### src/rtl/edge_irq_pkg.sv
package edge_irq_pkg;
    typedef enum logic {
        ST_FLUSH = 1'b0,
        ST_WATCH = 1'b1
    } lane_state_e;

    localparam int unsigned DEF_LANES   = 8;
    localparam int unsigned DEF_ADDR_W  = 12;
    localparam int unsigned DEF_SYNC    = 2;
endpackage

### src/rtl/irq_cfg_regs.sv
module irq_cfg_regs #(
    parameter int unsigned            LANES     = 8,
    parameter int unsigned            ADDR_W    = 12,
    parameter logic [ADDR_W-1:0]      ADDR_POL  = 12'hFCD,
    parameter logic [ADDR_W-1:0]      ADDR_SRC  = 12'hFCE,
    parameter logic [ADDR_W-1:0]      ADDR_PEND = 12'hFCF
) (
    input  logic              clk,
    input  logic              rst_n,
    input  logic [ADDR_W-1:0] bus_addr,
    input  logic              bus_we,
    input  logic [LANES-1:0]  bus_wdata,
    input  logic [LANES-1:0]  pend_in,
    output logic [LANES-1:0]  pol_rise,
    output logic [LANES-1:0]  src_sel,
    output logic [LANES-1:0]  pend_clr,
    output logic [LANES-1:0]  bus_rdata
);
    logic hit_pol, hit_src, hit_pend;

    assign hit_pol  = (bus_addr == ADDR_POL);
    assign hit_src  = (bus_addr == ADDR_SRC);
    assign hit_pend = (bus_addr == ADDR_PEND);

    always_ff @(posedge clk or negedge rst_n) begin
        if (!rst_n) begin
            pol_rise <= '0;
            src_sel  <= '0;
        end else if (bus_we) begin
            if (hit_pol) pol_rise <= bus_wdata;
            if (hit_src) src_sel  <= bus_wdata;
        end
    end

    always_comb begin
        pend_clr = (bus_we && hit_pend) ? bus_wdata : '0;
        unique case (1'b1)
            hit_pol:  bus_rdata = pol_rise;
            hit_src:  bus_rdata = src_sel;
            hit_pend: bus_rdata = pend_in;
            default:  bus_rdata = '0;
        endcase
    end

    assert_pol_write_R2: assert property (@(posedge clk) disable iff (!rst_n)
        (bus_we && hit_pol) |=> (pol_rise == $past(bus_wdata)));
    assert_src_write_R2: assert property (@(posedge clk) disable iff (!rst_n)
        (bus_we && hit_src) |=> (src_sel == $past(bus_wdata)));
endmodule

### src/rtl/irq_lane.sv
module irq_lane
    import edge_irq_pkg::*;
#(
    parameter int unsigned SYNC_STAGES = 2
) (
    input  logic clk,
    input  logic rst_n,
    input  logic pin_a,
    input  logic pin_b,
    input  logic src_sel,
    input  logic pol_rise,
    input  logic clr,
    output logic det,
    output logic pend
);
    localparam int unsigned CNT_W = $clog2(SYNC_STAGES + 2);
    localparam logic [CNT_W-1:0] FLUSH_LEN = CNT_W'(SYNC_STAGES);

    lane_state_e            state_q, state_d;
    logic [CNT_W-1:0]       cnt_q, cnt_d;
    logic [SYNC_STAGES-1:0] sync_q;
    logic                   prev_q;
    logic [1:0]             cfg_q;
    logic                   raw, smp, chg;

    assign raw = src_sel ? pin_b : pin_a;
    assign smp = sync_q[SYNC_STAGES-1];
    assign chg = (cfg_q != {src_sel, pol_rise});

    always_ff @(posedge clk or negedge rst_n) begin
        if (!rst_n) begin
            sync_q <= '0;
            prev_q <= 1'b0;
            cfg_q  <= 2'b00;
        end else begin
            sync_q <= {sync_q[SYNC_STAGES-2:0], raw};
            prev_q <= smp;
            cfg_q  <= {src_sel, pol_rise};
        end
    end

    // state register
    always_ff @(posedge clk or negedge rst_n) begin
        if (!rst_n) begin
            state_q <= ST_FLUSH;
            cnt_q   <= FLUSH_LEN;
        end else begin
            state_q <= state_d;
            cnt_q   <= cnt_d;
        end
    end

    // next state and outputs
    always_comb begin
        state_d = state_q;
        cnt_d   = cnt_q;
        det     = 1'b0;
        unique case (state_q)
            ST_FLUSH: begin
                if (chg) begin
                    cnt_d = FLUSH_LEN;
                end else if (cnt_q == '0) begin
                    state_d = ST_WATCH;
                end else begin
                    cnt_d = cnt_q - 1'b1;
                end
            end
            ST_WATCH: begin
                if (chg) begin
                    state_d = ST_FLUSH;
                    cnt_d   = FLUSH_LEN;
                end else begin
                    det = pol_rise ? (smp && !prev_q) : (!smp && prev_q);
                end
            end
            default: begin
                state_d = ST_FLUSH;
                cnt_d   = FLUSH_LEN;
            end
        endcase
    end

    always_ff @(posedge clk or negedge rst_n) begin
        if (!rst_n) pend <= 1'b0;
        else        pend <= (pend && !clr) || det;
    end

    assert_edge_sets_R4: assert property (@(posedge clk) disable iff (!rst_n)
        det |=> pend);
    assert_set_wins_R8: assert property (@(posedge clk) disable iff (!rst_n)
        (det && clr) |=> pend);
    assert_w1c_clears_R7: assert property (@(posedge clk) disable iff (!rst_n)
        (clr && !det) |=> !pend);
    assert_rise_has_cause_R5: assert property (@(posedge clk) disable iff (!rst_n)
        $rose(pend) |-> $past(det));
    assert_reconfig_quiet_R9: assert property (@(posedge clk) disable iff (!rst_n)
        chg |=> !det);
endmodule

### src/rtl/gpio_edge_irq.sv
module gpio_edge_irq
    import edge_irq_pkg::*;
#(
    parameter int unsigned       LANES       = DEF_LANES,
    parameter int unsigned       ADDR_W      = DEF_ADDR_W,
    parameter int unsigned       SYNC_STAGES = DEF_SYNC,
    parameter logic [ADDR_W-1:0] ADDR_POL    = 12'hFCD,
    parameter logic [ADDR_W-1:0] ADDR_SRC    = 12'hFCE,
    parameter logic [ADDR_W-1:0] ADDR_PEND   = 12'hFCF
) (
    input  logic              clk,
    input  logic              rst_n,
    input  logic [LANES-1:0]  port_a,
    input  logic [LANES-1:0]  port_b,
    input  logic [ADDR_W-1:0] bus_addr,
    input  logic              bus_we,
    input  logic [LANES-1:0]  bus_wdata,
    output logic [LANES-1:0]  bus_rdata,
    output logic [LANES-1:0]  irq_vec,
    output logic              irq
);
    logic [LANES-1:0] pol_rise, src_sel, pend_clr, lane_det, lane_pend;

    irq_cfg_regs #(
        .LANES(LANES), .ADDR_W(ADDR_W),
        .ADDR_POL(ADDR_POL), .ADDR_SRC(ADDR_SRC), .ADDR_PEND(ADDR_PEND)
    ) u_regs (
        .clk(clk), .rst_n(rst_n),
        .bus_addr(bus_addr), .bus_we(bus_we), .bus_wdata(bus_wdata),
        .pend_in(lane_pend),
        .pol_rise(pol_rise), .src_sel(src_sel), .pend_clr(pend_clr),
        .bus_rdata(bus_rdata)
    );

    for (genvar gi = 0; gi < LANES; gi++) begin : g_lane
        irq_lane #(.SYNC_STAGES(SYNC_STAGES)) u_lane (
            .clk(clk), .rst_n(rst_n),
            .pin_a(port_a[gi]), .pin_b(port_b[gi]),
            .src_sel(src_sel[gi]), .pol_rise(pol_rise[gi]),
            .clr(pend_clr[gi]),
            .det(lane_det[gi]), .pend(lane_pend[gi])
        );
    end

    assign irq_vec = lane_pend;
    assign irq     = |lane_pend;

    assert_irq_rise_cause_R10: assert property (@(posedge clk) disable iff (!rst_n)
        $rose(irq) |-> $past(|lane_det));
endmodule

### config.mk
export PLATFORM = sky130hd
export DESIGN_NAME = gpio_edge_irq
export DESIGN_NICKNAME = d
export VERILOG_FILES = /design/src/rtl/edge_irq_pkg.sv /design/src/rtl/irq_cfg_regs.sv /design/src/rtl/irq_lane.sv /design/src/rtl/gpio_edge_irq.sv
export SDC_FILE = /design/constraint.sdc
export NUM_CORES = 1
export LEC_CHECK = 0
export BUFFER_PORTS_ARGS = -buffer_cell sky130_fd_sc_hd__clkbuf_2
export CORE_ASPECT_RATIO = 1.5
export CORE_UTILIZATION = 30
export CTS_CLUSTER_SIZE = 10
export DETAILED_ROUTE_END_ITERATION = 8
export MAX_ROUTING_LAYER = met4
export PLACE_DENSITY = 0.53
export SYNTH_ARGS = -nofsm -noshare
export SYNTH_HDL_FRONTEND = slang
export SYNTH_SLANG_ARGS = --single-unit
### constraint.sdc
create_clock -name clk -period 2.2 [get_ports clk]
set_input_delay 0.55 -clock clk [delete_from_list [all_inputs] [get_ports clk]]
set_output_delay 0.55 -clock clk [all_outputs]
set_load 0.01 [all_outputs]
==> results.md <==
- Vias in the first global route: 2567
- Share of cells above drive strength 1: 0.3832
- Die area: 13300 um^2
- Clock Sinks: around 90
- Fillcell total: ~1300
- Initial core utilization: 0.3077
- Worst R2R Start: g_lane[3].u_lane.cnt_q[1]
- Slew Viols, Final: 0
- CTS tree: yes
- Clock transition at the registers of the reported paths: about 0.060 ns
- R2r setup slk: 0.87 ns
- Row cnt: 50
- Worst endpoint data arrival time: around 1.6 ns
- Die width: between 90 and 100 um
- Crit Path Max Fanout: 4
- DRT Pass-1 Iters: 4
- Placer Congestion: around 0.77
- Clock buffer depth: 2
- RSZ-0062 raised after global routing: no
- Critical path class: in2out
- Worst hold path type: in2async
- R2r endpoint: g_lane[3].u_lane.cnt_q[1]
- Vias per inst: between 4 and 5
- Share of flip-flops with an asynchronous set or reset: 1.000
- Post-synthesis net count: approximately 360
- Worst clock skew: a little over 0.005 ns
- All-Layer GR Usage: 0.1414
- Routed WL: around 8200 um
- Post-synth top area cell: dfrtp_1
- Fin crit share: 0.9773
- Post-synthesis sequential area ratio: 0.5746
- WL per Instance: ~15 um
- CTS root buf: clkbuf_16
- Drt first-iter violations: 73
- Most frequent CP cell: clkbuf_2
- Yosys top cell area share: 0.5200
- Via count: around 2600
- Htree depth: 3
- Max Clk Rate: roughly 470 MHz
- Pwr dens: 803.1 nW/um^2
- Count leader, synth: dfrtp_1
- Max-slew headroom: 0.7609
- Hold_ws: 0.1174 ns
- Synth Flop Type: dfrtp_1
- Ant diodes: 0
- Detailed placer's ending HPWL: approximately 6200 um
- Synth top area cells: dfrtp_1 (52%), mux2_2 (9.4%), dfstp_2 (5.5%), xnor2_1 (5.5%), nor2_1 (3.1%)
- Pre-CTS WS: -0.005477 ns
- Mean Syn Cell Area: around 12 um^2
- Nets: approximately 420
- Core area: between 10000 and 15000 um^2
- Fin area: 4766 um^2
- Post-CTS sizing: 2
- Post-Place Cells: 522
- CP Capture Type: output pin
- Grt ovf: 0
- Crit-path cells: clkbuf_2 -> buf_4 -> mux2_2 -> a22oi_1 -> nor2_4 -> clkbuf_2
- Area Growth Syn to Fin: 23.79%
- Final std cells w/o fill: 537
- TritonCTS buffer count: 9
- Critical path data required time: approximately 1.7 ns
- Top cells by count, synth: dfrtp_1 (80), mux2_2 (32), nor2_1 (32)
- Status: finished clean
- Synth cell types: 28
- Setup Viol. Count Final: 0
- DRC viols: 0
- Leakage power: about 0.0021 uW
- Post-cts hold buffer count: 0
- Slew @ Worst Pin: around 0.35 ns
- Initial antenna violation count: 0
- Global-route wire length before repair: 13460 um
- Seq. cell area: approximately 2200 um^2
- Yosys reg bits: between 80 and 90
- Multi-input logic area: between 1500 and 2000 um^2
- ANT nets after route: 0
- Final Critical Period: roughly 2.2 ns
- Max Cap Viol: 0
- Chip height: 140.7 um
- Peak supply drop: roughly 0.35 mV
- PortBufs: 55
- Final hold violations: 0
- Ys Warns: 0
- DP Area: ~4400 um^2
- Worst R2R Path Depth: 4
- Setup Fix Bufs, Post-CTS: 0
- Critical Path Start Type: input port
- Largest stage delay on the critical path: 0.32 ns
- Worst path slowest cell: mux2_2
- Post-synth EDFFs: 0
- Worst setup margin: between 0.04 and 0.05 ns
- Largest net degree at the start of global routing: 44
- Cell count after synthesis: 311
- Worst-skew pair later-pin latency: approximately 0.34 ns
- Number of top-level pins: 56
- Mapped cell area: 3850 um^2
## worst max path at each step
stage,from,endpoint,slack [ns],cells after the start
detailed placement,bus_addr[0],bus_rdata[2],-0.005,6
global placement,bus_addr[0],bus_rdata[2],0.007,6
global route,bus_addr[4],bus_rdata[0],0.002,5
finish,bus_addr[0],bus_rdata[3],0.05,6
floorplan,bus_addr[4],bus_rdata[0],0.08,5
CTS,bus_addr[0],bus_rdata[5],0.0004,6
## cells by family (layout without fill, tap and decap cells)
group | Yosys count | after routing | synth area share
buffers and inverters | 33 | 103 | 0.04517
DFF | 88 | 88 | 0.5746
adders and majority gates | 8 | 8 | 0.02600
and+or+nand+nor | 86 | 86 | 0.1333
xor gates and xnor gates | 24 | 24 | 0.05460
muxes | 32 | 32 | 0.09360
AOI/OAI and AO/OA | 40 | 40 | 0.07280
## flip-flops by register name (all words and copies together) (netlist names)
register,count
g_lane.u_lane.cfg_q,16
g_lane.u_lane.cnt_q,16
g_lane.u_lane.sync_q,16
g_lane.u_lane.pend,8
g_lane.u_lane.prev_q,8
g_lane.u_lane.state_q,8
u_regs.pol_rise,8
u_regs.src_sel,8
## placed cells by master (no fill, tap or decap), drive strengths merged
master,synthesis,layout
o2111ai,8,8
nand2b,1,1
and3b,8,8
buf,12,19
o41ai,8,8
nor2,32,32
dfstp,8,8
ha,8,8
dfrtp,80,80
or2b,1,1
nor2b,1,1
nand3,1,1
o21ai,16,16
inv,16,16
a22oi,8,8
xnor2,24,24
bufinv,0,1
nand4bb,1,1
nand2,11,11
clkinvlp,0,1
or3,9,9
nor4,4,4
nand4,9,9
nor3b,8,8
clkbuf,5,66
mux2,32,32
## final cells by class
type,instances,area share
clock buffer,13,0.05671
clock inverter,2,0.007876
inverter,16,0.01260
multi-input combinational,190,0.3269
sequential,88,0.4647
tap,156,0.04096
timing repair buffer,72,0.09031
## metrics by stage
step	total power [uW]	setup TNS [ns]	utilization
after global placement	2270	0	0.3537
after CTS	3891	0	0.3791
after floorplan	2129	0	-
final	3827	0	0.3809
after detailed placement	2306	-0.008676	0.3537
after global routing	4029	0	0.3809
## where the power goes
group,internal (uW),switching (uW)
registers,1780,48.1
clock network,967,589
logic,207,235
total,2950,873
## routing by layer
layer  global-route usage  vias up  routed length, um
li1                     -     1230                  -
met1               0.1820     1261               3612
met2               0.2098       60               4031
met3              0.03830       12                433
met4              0.05742        0                138
met5                    -        -                  0
## worst max-delay path: cells and delay by family
family / cells / cell delay [ns]
and+or+nand+nor: 1 / 0.07
AOI/OAI and AO/OA: 1 / 0.23
muxes: 1 / 0.32
buffers and inverters: 3 / 0.43
(Power assumes the default switching activity.)
